**src/rtl/nram_pkg.sv**
```systemverilog
package nram_pkg;
    typedef enum logic {
        WM_CLOCKED     = 1'b0,
        WM_TRANSPARENT = 1'b1
    } wmode_e;

    function automatic logic wr_open(input logic load, input logic wr_n);
        return load & ~wr_n;
    endfunction
endpackage

```
**src/rtl/nram_wr_dec.sv**
```systemverilog
module nram_wr_dec
    import nram_pkg::*;
#(
    parameter int ADDR_W = 5,
    localparam int DEPTH = 1 << ADDR_W
) (
    input  logic              trans_mode,
    input  logic              load,
    input  logic              wr_n,
    input  logic              clear,
    input  logic [ADDR_W-1:0] wr_addr,
    output logic [DEPTH-1:0]  word_sel,
    output logic              flow_en
);
    logic   go;
    wmode_e mode;

    assign mode    = wmode_e'(trans_mode);
    assign go      = wr_open(load, wr_n) & ~clear;
    assign flow_en = go & (mode == WM_TRANSPARENT);

    for (genvar g = 0; g < DEPTH; g++) begin : g_sel
        assign word_sel[g] = go & (wr_addr == ADDR_W'(g));
    end
endmodule

```
**src/rtl/nram_rd_path.sv**
```systemverilog
module nram_rd_path #(
    parameter int ADDR_W = 5,
    parameter int DATA_W = 4,
    localparam int DEPTH = 1 << ADDR_W
) (
    input  logic [DEPTH-1:0][DATA_W-1:0] words,
    input  logic [ADDR_W-1:0]            rd_addr,
    input  logic [ADDR_W-1:0]            wr_addr,
    input  logic [DATA_W-1:0]            wr_data,
    input  logic                         flow_en,
    input  logic                         out_en,
    output logic [DATA_W-1:0]            rd_data
);
    logic [DATA_W-1:0] picked;

    always_comb begin
        if (flow_en && (rd_addr == wr_addr)) begin
            picked = wr_data;
        end else begin
            picked = words[rd_addr];
        end
        rd_data = out_en ? picked : '0;
    end
endmodule

```
**src/rtl/nib_dpram.sv**
```systemverilog
module nib_dpram #(
    parameter int ADDR_W      = 5,
    parameter int DATA_W      = 4,
    parameter bit SINGLE_PORT = 1'b0
) (
    input  logic              clk,
    input  logic              rst_n,
    input  logic              trans_mode,
    input  logic              load,
    input  logic              wr_n,
    input  logic              clear,
    input  logic [ADDR_W-1:0] wr_addr,
    input  logic [DATA_W-1:0] wr_data,
    input  logic [ADDR_W-1:0] rd_addr,
    input  logic              out_en,
    output logic [DATA_W-1:0] rd_data
);
    localparam int DEPTH = 1 << ADDR_W;

    typedef struct packed {
        logic [DEPTH-1:0][DATA_W-1:0] words;
    } store_t;

    store_t             st_d, st_q;
    logic [DEPTH-1:0]   word_sel;
    logic               flow_en;
    logic [ADDR_W-1:0]  eff_rd_addr;

    if (SINGLE_PORT) begin : g_sp
        assign eff_rd_addr = wr_addr;
    end else begin : g_dp
        assign eff_rd_addr = rd_addr;
    end

    nram_wr_dec #(.ADDR_W(ADDR_W)) u_dec (
        .trans_mode (trans_mode),
        .load       (load),
        .wr_n       (wr_n),
        .clear      (clear),
        .wr_addr    (wr_addr),
        .word_sel   (word_sel),
        .flow_en    (flow_en)
    );

    always_comb begin
        st_d = st_q;
        if (clear) begin
            st_d.words = '0;
        end else begin
            for (int i = 0; i < DEPTH; i++) begin
                if (word_sel[i]) begin
                    st_d.words[i] = wr_data;
                end
            end
        end
    end

    always_ff @(posedge clk or negedge rst_n) begin
        if (!rst_n) begin
            st_q <= '0;
        end else begin
            st_q <= st_d;
        end
    end

    nram_rd_path #(.ADDR_W(ADDR_W), .DATA_W(DATA_W)) u_rd (
        .words   (st_q.words),
        .rd_addr (eff_rd_addr),
        .wr_addr (wr_addr),
        .wr_data (wr_data),
        .flow_en (flow_en),
        .out_en  (out_en),
        .rd_data (rd_data)
    );
endmodule

```
**config.mk**
```make
export PLATFORM = sky130hd
export DESIGN_NAME = nib_dpram
export DESIGN_NICKNAME = d
export VERILOG_FILES = /design/src/rtl/nram_pkg.sv /design/src/rtl/nram_wr_dec.sv /design/src/rtl/nram_rd_path.sv /design/src/rtl/nib_dpram.sv
export SDC_FILE = /design/constraint.sdc
export NUM_CORES = 1
export LEC_CHECK = 0
export ABC_AREA = 1
export BUFFER_PORTS_ARGS = -buffer_cell sky130_fd_sc_hd__buf_4
export CORE_MARGIN = 2
export CORE_UTILIZATION = 55
export CTS_CLUSTER_DIAMETER = 120
export CTS_CLUSTER_SIZE = 24
export DETAILED_ROUTE_END_ITERATION = 8
export PLACE_DENSITY_LB_ADDON = 0.2
export SLEW_MARGIN = 25
export SYNTH_ARGS = -nofsm -noshare
export SYNTH_HDL_FRONTEND = slang
export SYNTH_HIERARCHICAL = 1
export SYNTH_SLANG_ARGS = --single-unit
```
**constraint.sdc**
```tcl
create_clock -name clk -period 1.3 [get_ports clk]
set_clock_uncertainty 0.1 [all_clocks]
set_input_delay 0.195 -clock clk [delete_from_list [all_inputs] [get_ports clk]]
set_output_delay 0.195 -clock clk [all_outputs]
set_load 0.005 [all_outputs]
```
Word level (Yosys, flattened, before mapping)
Index checks and enable logic that the tools add are counted.
- eq/ne operators: 32
- multiplexer cells: 37
- reductions and logical operators: 34
- bitwise operators: 37
- magnitude comparators: 1
- operators by type and width (operator ; number):
    $mux W4 ; 35
    $mux W128 ; 1
    $eq A5 B5 Y1 const B ; 16
    $reduce_bool A2 Y1 ; 32
    $eq A5 B4 Y1 const B ; 8
    $and A1 B1 Y1 ; 35
    $bmux W4 S5 ; 1
    $eq A5 B3 Y1 const B ; 4
    $eq A5 B2 Y1 const B ; 2
    $lt A5 B6 Y1 const B ; 1
    $eq A5 B1 Y1 const B ; 1
    $eq A5 B5 Y1 ; 1
    $logic_not A5 Y1 ; 1
    $not A1 Y1 ; 2
    $logic_and A1 B1 Y1 ; 1
- register bits after elaboration: 128
- output and inout port bits: 4
- input bits: 21
- logic and storage cells: 173

Logic depth before layout (Yosys ltp)
Gate-level depths: netlist of the first run.
- word-level depth: 7
- depth in mapped cells: 10

Hierarchy
The synthesis of the first run kept the hierarchy.
- by module, submodules not included (module ; cells each ; times used ; area an instance (sq um) ; seq. area each (sq um)):
    nib_dpram ; 575 ; 1 ; 5182.5 ; 3203.1
    nram_rd_path ; 316 ; 1 ; 1381.3 ; 0.0
    nram_wr_dec ; 71 ; 1 ; 305.3 ; 0.0

Worst setup path after synthesis of the first run
Ideal clock, no wire load.
- path type: in2out
- start: input port load
- end: output port rd_data[0]
- path slack: -0.113 ns
- arrival: 1.118 ns
- cell stages on the path: 8
- required time: 1.005 ns
- path buffers: 0
- cell sequence: inv_1 > nor2_4 > and3_2 > o21ai_0 > nor2_1 > nand4_1 > o21ai_0 > a21oi_1
- word-level cells in the longest chain between the ends: 6
- ends and longest elaborated chain (what ; RTL line ; source):
    start: declaration ; nib_dpram.sv:9 ; input logic load,
    $and A1 B1 Y1 ; nram_pkg.sv:8 ; return load & ~wr_n;
    $and A1 B1 Y1 ; nram_wr_dec.sv:19 ; assign go = wr_open(load, wr_n) & ~clear;
    $and A1 B1 Y1 ; nram_wr_dec.sv:20 ; assign flow_en = go & (mode == WM_TRANSPARENT);
    net flow_en ; nib_dpram.sv:26 ; logic flow_en;
    $logic_and A1 B1 Y1 ; nram_rd_path.sv:17 ; if (flow_en && (rd_addr == wr_addr)) begin
    $mux W4 ; nram_rd_path.sv:17 ;
    $mux W4 ; nram_rd_path.sv:22 ; rd_data = out_en ? picked : '0;
    end: declaration ; nib_dpram.sv:16 ; output logic [DATA_W-1:0] rd_data
The timed path passes the listed nets, and every way through them passes these cells.

Final worst setup path of the first run
- start: register st_q[61] in the netlist's numbering
- end: output port rd_data[1]
- word-level cells in the longest chain between the ends: 4
- ends and longest elaborated chain (what ; RTL line ; source):
    start: declaration ; nib_dpram.sv:24 ; store_t st_d, st_q;
    start signal: assignment ; nib_dpram.sv:62 ; st_q <= st_d;
    $bmux W4 S5 ; nram_rd_path.sv:20 ; picked = words[rd_addr];
    $mux W4 (implied by the code) ; nram_rd_path.sv:20 ;
    $mux W4 ; nram_rd_path.sv:17 ;
    $mux W4 ; nram_rd_path.sv:22 ;
Every way passes these cells. The select of a mux whose other input is x is not followed.

==> results of run 1 <==
-- cells in the final DEF (no fill, tap or decap), types with 2 or more instances in the layout --
| cell | count |
|---|---|
| a21oi_1 | 2 |
| a21oi_2 | 3 |
| buf_12 | 12 |
| buf_4 | 124 |
| bufinv_16 | 4 |
| clkbuf_1 | 3 |
| clkbuf_16 | 17 |
| clkbuf_8 | 3 |
| clkinv_2 | 2 |
| clkinv_4 | 2 |
| dfrtp_1 | 128 |
| dlygate4sd3_1 | 2 |
| inv_1 | 10 |
| inv_2 | 4 |
| nand2_1 | 421 |
| nand2_2 | 19 |
| nand3_1 | 197 |
| nand3_2 | 37 |
| nor2_1 | 70 |
| o21ai_0 | 2 |
| o21ai_1 | 5 |
| xnor2_1 | 2 |
-- layer usage --
metal	global-route usage, %	routed length [um]	vias up
met3	6.69	1550	55
met5	0	0	-
li1	-	-	3303
met1	44.8	8730	3282
met2	51.3	10000	312
met4	11.6	546	0
-- power by group through the flow --
stage	Clock (mW)	Combinational, mW	Sequential, mW
3_5_place_dp	0	0.924	4.07
4_1_cts	5.15	0.938	4.00
2_1_floorplan	0	0.523	4.07
5_1_grt	5.34	1.08	4.00
6_report	5.12	1.00	4.00
3_3_place_gp	0	0.917	4.07
-- path summary, 6_finish.rpt --
check	start	endpoint	slack (ns)	cells past startpoint
max in group asynchronous	rst_n	st_q[109]$_DFFE_PN0P_	0.47	3
setup / recovery	st_q[61]$_DFFE_PN0P_	rd_data[1]	-0.66	9
min in group asynchronous	rst_n	st_q[76]$_DFFE_PN0P_	0.11	2
hold / removal	wr_data[0]	st_q[20]$_DFFE_PN0P_	0.02	3
hold reg to reg	st_q[47]$_DFFE_PN0P_	st_q[47]$_DFFE_PN0P_	0.37	2
setup reg to reg	st_q[61]$_DFFE_PN0P_	st_q[61]$_DFFE_PN0P_	0.30	4
-- synth_stat cells --
cell / instances
nor2_1: 71
buf_8: 1
buf_4: 5
buf_2: 15
inv_1: 12
buf_1: 11
xnor2_1: 2
nand3_2: 2
nand3_1: 232
o21ai_0: 7
nand2_1: 440
a21oi_1: 5
inv_2: 3
nor2_4: 1
inv_4: 1
clkbuf_1: 5
and3_2: 1
buf_6: 19
dfrtp_1: 128
nand4_1: 1
-- cell type report --
| class | instances | share of cell area (%) |
|---|---|---|
| Clock inverter | 9 | 1.77 |
| Clock buffer | 23 | 5.46 |
| Timing Repair Buffer | 138 | 13.6 |
| Inverter | 16 | 0.801 |
| Multi-Input combinational cell | 762 | 39.3 |
| Sequential cell | 128 | 36.6 |
| Tap cell | 168 | 2.40 |
-- repair_timing --
action / CTS / global route
gates resized for setup: 1 / 57
hold buffers: 2 / 0
pin swaps: 0 / 29
buffers inserted: 1 / 10
endpoints found under the setup margin: 4 / 11
endpoints found under the hold margin: 134 / 0
-- metrics by stage --
stage,hold slack [ns],setup slack (ns)
final,0.0193,-0.660
after global routing,0.0189,-0.712
after CTS,0.0103,-0.639
after detailed placement,0.00927,-0.476
after global placement,0.00556,-0.475
after floorplan,-0.201,-0.0653
-- kinds of logic (layout without fill, tap and decap cells) --
kind of cell | count (synthesis) | count (layout) | share of synthesized area [%]
AND/OR/NAND/NOR | 748 | 748 | 45.5
XOR/XNOR | 2 | 2 | 0.255
buffers and inverters | 72 | 186 | 6.76
flip-flops | 128 | 128 | 46.6
AO/OA/AOI/OAI | 12 | 12 | 0.874
-- worst min-delay path: stages --
cell and delay [ns]:
buf_4 0.17, nand3_1 0.09, nand2_1 0.05
==> impl_metrics.json, run 1 <==
{
  "post-dp-hpwl_um": 13200,
  "setup_repair_after_global_routing_missed_its_margin": "yes",
  "failing_checks": "negative setup slack",
  "power.density_cell_area_nw_per_um2": 1160,
  "grt_max_degree": 70,
  "finalNonFillerCells": 1244,
  "netlist-cell-type-count": 20,
  "initial_utilization_pct": 56.7,
  "registers.top_by_ff_count": "st_q",
  "insertedDiodeCount": 0,
  "std_cell_rows": 40,
  "synth_fp_nets": 983,
  "dp_cells": 1199,
  "boundaryPins": 25,
  "setup_viol": 4,
  "avgViaCountPerCell": 5.59,
  "number_of_fill_cells_in_the_layout": 967,
  "dieArea_um2": 13400,
  "core_um2": 12100,
  "cp.required_ns": 1.00,
  "finalNetCount": 1084,
  "arrival_ns": 1.66,
  "totalWireLength_um": 20900,
  "clock.fmax_ghz": 0.510,
  "timing_worst_slew_pin_value_ns": 0.516,
  "post_synthesis_register_bit_count": 128,
  "critPathKind": "flop to primary output",
  "cap_violations": 0,
  "path_buf_inv": 1,
  "cts.root.buffer_cell": "clkbuf_16",
  "synth_seq_area_share_pct": 46.6,
  "report.final.hold_viol_count": 0,
  "cts_sinks": 128,
  "ys.warnings.count": 6,
  "crit_path_cell_trace": "nand2_1 > nand3_1 > nand3_2 > nand2_1 > nand2_1 > nand3_1 > nand2_1 > a21oi_1 > buf_4",
  "grt_pass1_wl_um": 33200,
  "worst_setup_path_start_kind": "flop",
  "drtPass1Iterations": 8,
  "sequentialPowerShare_pct": 39.5,
  "maxSlewViolCount": 0,
  "port-buffer-count": 24,
  "routabilityCongestion": 0.975,
  "synth_area_um2": 6870,
  "drt-initial-drc-count": 810,
  "min_period_over_period_pct": 151,
  "remaining_drc_errors": 0,
  "detail-route-antenna-nets": 0,
  "first_global_vias": 6492,
  "detail_route.wl_per_cell_um": 16.8,
  "number_of_antenna_violations_at_the_first_check_in_global_routing": 0,
  "die-width_um": 116,
  "final_core_util_pct": 72.2,
  "multiInputGateArea_um2": 3440,
  "netSwitchingPower_mw": 2.44,
  "worst_skew_pair_latency_ns": 0.42,
  "clock_pin_slew_of_the_registers_on_the_worst_case_setup_and_hold_paths_ns": 0.05,
  "power.leakage_nw": 4.67,
  "depth_of_the_cts_h_tree": 4,
  "grt_overflow_total": 0,
  "syn-instance-count": 962,
  "max_slew_margin_pct": 65.6,
  "postPlaceCellArea_um2": 7780,
  "worst_path_setup_slack_after_routing_ns": -0.660,
  "final.min_clock_period_ns": 1.96,
  "sw_frac_of_total_pct": 24.1,
  "critical_path.most_common_cell": "nand2_1",
  "hold_class": "input port to flop",
  "irDropWorstVdd_uv": 911,
  "critical_path.endpoint_type": "primary output",
  "crit_slowest_cell": "dfrtp_1",
  "fp.dieH_um": 116,
  "power.clock.fraction_pct": 50.5,
  "crit_path_max_incr_delay_ns": 0.37,
  "synth_largest_area_cell": "dfrtp_1",
  "critical_path.max_fanout": 2,
  "cts_tree": "yes",
  "largest_register_ffs": 128,
  "fin_setup_tns_ns": -2.39,
  "run_status": "finished, violations left",
  "finish.instance_area_um2": 8750,
  "synth_top_cell_area_share_pct": 46.6,
  "cts_made_buffers": 17,
  "p_total_mw": 10.1,
  "critPathTopFamily": "simple AND/OR/NAND/NOR gates",
  "clock_tree.buffer_depth": 2,
  "grt_util_all_layers_pct": 32.5,
  "layout_top_registers": "st_q: 128 flops",
  "syn_avg_cell_area_um2": 7.14,
  "route.vias.total": 6952,
  "p_int_mw": 7.68,
  "power_frac_comb_pct": 9.9,
  "share_of_cells_above_drive_strength_1_pct": 21.7,
  "yosys-top-cells-area": "dfrtp_1 (47%), nand2_1 (24%), nand3_1 (17%)",
  "syn2layout_area_growth_pct": 27.4,
  "regArea_um2": 3200
}
(Power assumes the default switching activity.)
==> inputs of run 2 (changes only) <==
==> constraint.sdc (replaced) <==
create_clock -name clk -period 1.3 [get_ports clk]
set_clock_uncertainty 0.1 [all_clocks]
set_input_delay 0.39 -clock clk [delete_from_list [all_inputs] [get_ports clk]]
set_output_delay 0.39 -clock clk [all_outputs]
set_load 0.005 [all_outputs]
==> run 2 against run 1 <==
The flow still finishes with violations (negative setup slack). First-iteration DRC count increased by 30%. Sequential power is essentially flat. Non-clock buffer count is 34 higher. Clock power about the same. Sequential cell count stayed put. Cell count rose by 2.7%. Core utilization is 8.8 points higher. Worst setup slack got worse by 0.23 ns. Critical endpoint is now rd_data[3]. Largest power group unchanged. Highest routed layer unchanged.
==> impl_metrics.json, run 2 (synthesized netlist as in run 1, its figures left out) <==
{
  "timing.rr.end": "st_q[21]$_DFFE_PN0P_",
  "irDropWorstVdd_uv": 1200,
  "core_um2": 12100,
  "final.min_clock_period_ns": 2.19,
  "drtPass1Iterations": 8,
  "layout_commonest_cell": "nand2_1",
  "max_slew_margin_pct": 60.9,
  "place_worst_setup_slack_ns": -0.932,
  "hold_worst_slack_ns": 0.252,
  "detail-route-antenna-nets": 0,
  "critPathKind": "input port to primary output",
  "arrival_ns": 1.70,
  "share_of_cells_above_drive_strength_1_pct": 33.4,
  "route.vias.total": 7528,
  "grt_pass1_wl_um": 35400,
  "report.final.hold_viol_count": 0,
  "clock_pin_slew_of_the_registers_on_the_worst_case_setup_and_hold_paths_ns": 0.06,
  "cts_sinks": 128,
  "critPathTopFamily": "simple AND/OR/NAND/NOR gates",
  "critical_path.max_fanout": 6,
  "failing_checks": "negative setup slack",
  "drt-initial-drc-count": 1054,
  "cp.required_ns": 0.81,
  "port-buffer-count": 24,
  "insertedDiodeCount": 0,
  "path_buf_inv": 5,
  "reg2regPathDepth": 4,
  "min_period_over_period_pct": 168,
  "syn2layout_area_growth_pct": 42.9,
  "clock.fmax_ghz": 0.457,
  "initial_utilization_pct": 56.7,
  "power.density_cell_area_nw_per_um2": 1060,
  "drt-met1-wl_um": 8940,
  "boundaryPins": 25,
  "crit_slowest_cell": "a21oi_2",
  "maxSlewViolCount": 0,
  "critical_path.most_common_cell": "nand2_2",
  "cts.root.buffer_cell": "clkbuf_16",
  "routabilityCongestion": 0.940,
  "registers.top_by_ff_count": "st_q",
  "worst_path_setup_slack_after_routing_ns": -0.889,
  "cts_made_buffers": 17,
  "finalNetCount": 1118,
  "largest_register_ffs": 128,
  "postPlaceCellArea_um2": 8170,
  "amount_of_wire_on_met3_after_detailed_routing_um": 2260,
  "detailroute.wirelength.met2_um": 11300,
  "number_of_fill_cells_in_the_layout": 744,
  "worst_skew_pair_latency_ns": 0.42,
  "finalNonFillerCells": 1278,
  "clock_tree.buffer_depth": 2,
  "cap_violations": 0,
  "top_sig_layer": "met4",
  "worst_setup_path_start_kind": "input port",
  "grt_overflow_total": 0,
  "multiInputGateArea_um2": 3980,
  "totalWireLength_um": 23900,
  "die-width_um": 116,
  "first_global_vias": 7064,
  "crit_path_cell_trace": "buf_12 > inv_12 > buf_12 > buf_16 > nand2_1 > nand3_1 > nand3_1 > nand2_2 > nand2_2 > nand3_4 > nand2_2 > a21oi_2 > buf_4",
  "grt_max_degree": 49,
  "fin_setup_tns_ns": -3.55,
  "remaining_drc_errors": 0,
  "r2r-start": "st_q[21]$_DFFE_PN0P_",
  "grt_util_all_layers_pct": 34.7,
  "run_status": "finished, violations left",
  "post-dp-hpwl_um": 13900,
  "depth_of_the_cts_h_tree": 4,
  "dieArea_um2": 13400,
  "detail_route.wl_per_cell_um": 18.7,
  "finish.instance_area_um2": 9810,
  "crit_path_max_incr_delay_ns": 0.15,
  "critical_path.endpoint_type": "primary output",
  "power.leakage_nw": 5.03,
  "layout.cells.most_common_list": "nand2_1 (397), nand3_1 (172), buf_4 (133), dfrtp_1 (128), nand3_2 (59)",
  "regArea_um2": 3200,
  "setup_repair_after_global_routing_missed_its_margin": "yes",
  "avgViaCountPerCell": 5.89,
  "setup_slack_on_the_worst_flop_to_flop_path_ns": 0.36,
  "crit_path_launch": "rd_addr[0]",
  "timing_worst_slew_pin_value_ns": 0.587,
  "number_of_antenna_violations_at_the_first_check_in_global_routing": 0,
  "fp.dieH_um": 116,
  "setup_viol": 8,
  "layout_top_registers": "st_q: 128 flops",
  "dp_cells": 1213,
  "std_cell_rows": 40,
  "hold_class": "input port to async pin",
  "cts_tree": "yes"
}
==> run 2: cell count changes in the layout (fill, tap and decap cells not counted), sizes merged <==
cell	previous run	this run
clkinv	4	7
dlygate4sd3	2	1
buf	136	170
clkinvlp	1	0
inv	16	15
==> run 2: power by group <==
| part | internal, mW | total [mW] | switching [mW] | leakage, nW |
|---|---|---|---|---|
| logic | 0.482 | 1.32 | 0.834 | 2.93 |
| registers | 4.00 | 4.00 | 0.00561 | 1.79 |
| clock network | 3.35 | 5.10 | 1.75 | 0.314 |
| total | 7.83 | 10.4 | 2.59 | 5.03 |
==> run 2: timing repair <==
action	CTS	global route
endpoints found under the setup margin	67	104
buffers inserted	12	21
gates resized for setup	53	121
hold buffers	1	0
cloned	3	1
hold endpoints to repair	118	0
pin swaps	31	54
==> run 2: how the worst max path moves through the flow <==
stage,slack (ns),endpoint,cells after the start
6_report,-0.89,rd_data[3],13
5_1_grt,-0.92,rd_data[3],9
4_1_cts,-0.80,rd_data[0],10
3_5_place_dp,-0.93,rd_data[2],13
3_3_place_gp,-0.91,rd_data[0],9
2_1_floorplan,-0.46,rd_data[0],8
==> run 2: stage by stage <==
step,utilization [%],power (mW)
global route,81.0,10.7
floorplan,-,4.62
finish,81.0,10.4
CTS,75.8,10.3
detailed placement,67.5,5.09
global placement,67.5,5.09
==> run 2: cell type report <==
cell class	instances	area share [%]
inverter	16	0.880
multi-input combinational	762	40.6
sequential	128	32.6
timing repair buffer	172	17.3
clock buffer	22	4.83
tap	168	2.14
clock inverter	10	1.61
==> run 2: worst register-to-register path, stage by stage, from the launching register on <==
cell,delay [ns]
dfrtp_1,0.38
buf_4,0.14
buf_4,0.12
nand2_1,0.05
nand2_1,0.05
==> run 2: layer usage <==
metal / GRT usage [%] / up-vias
met5: 0 / -
met4: 17.8 / 0
met3: 7.74 / 139
met2: 56.2 / 525
met1: 43.8 / 3492
li1: - / 3372
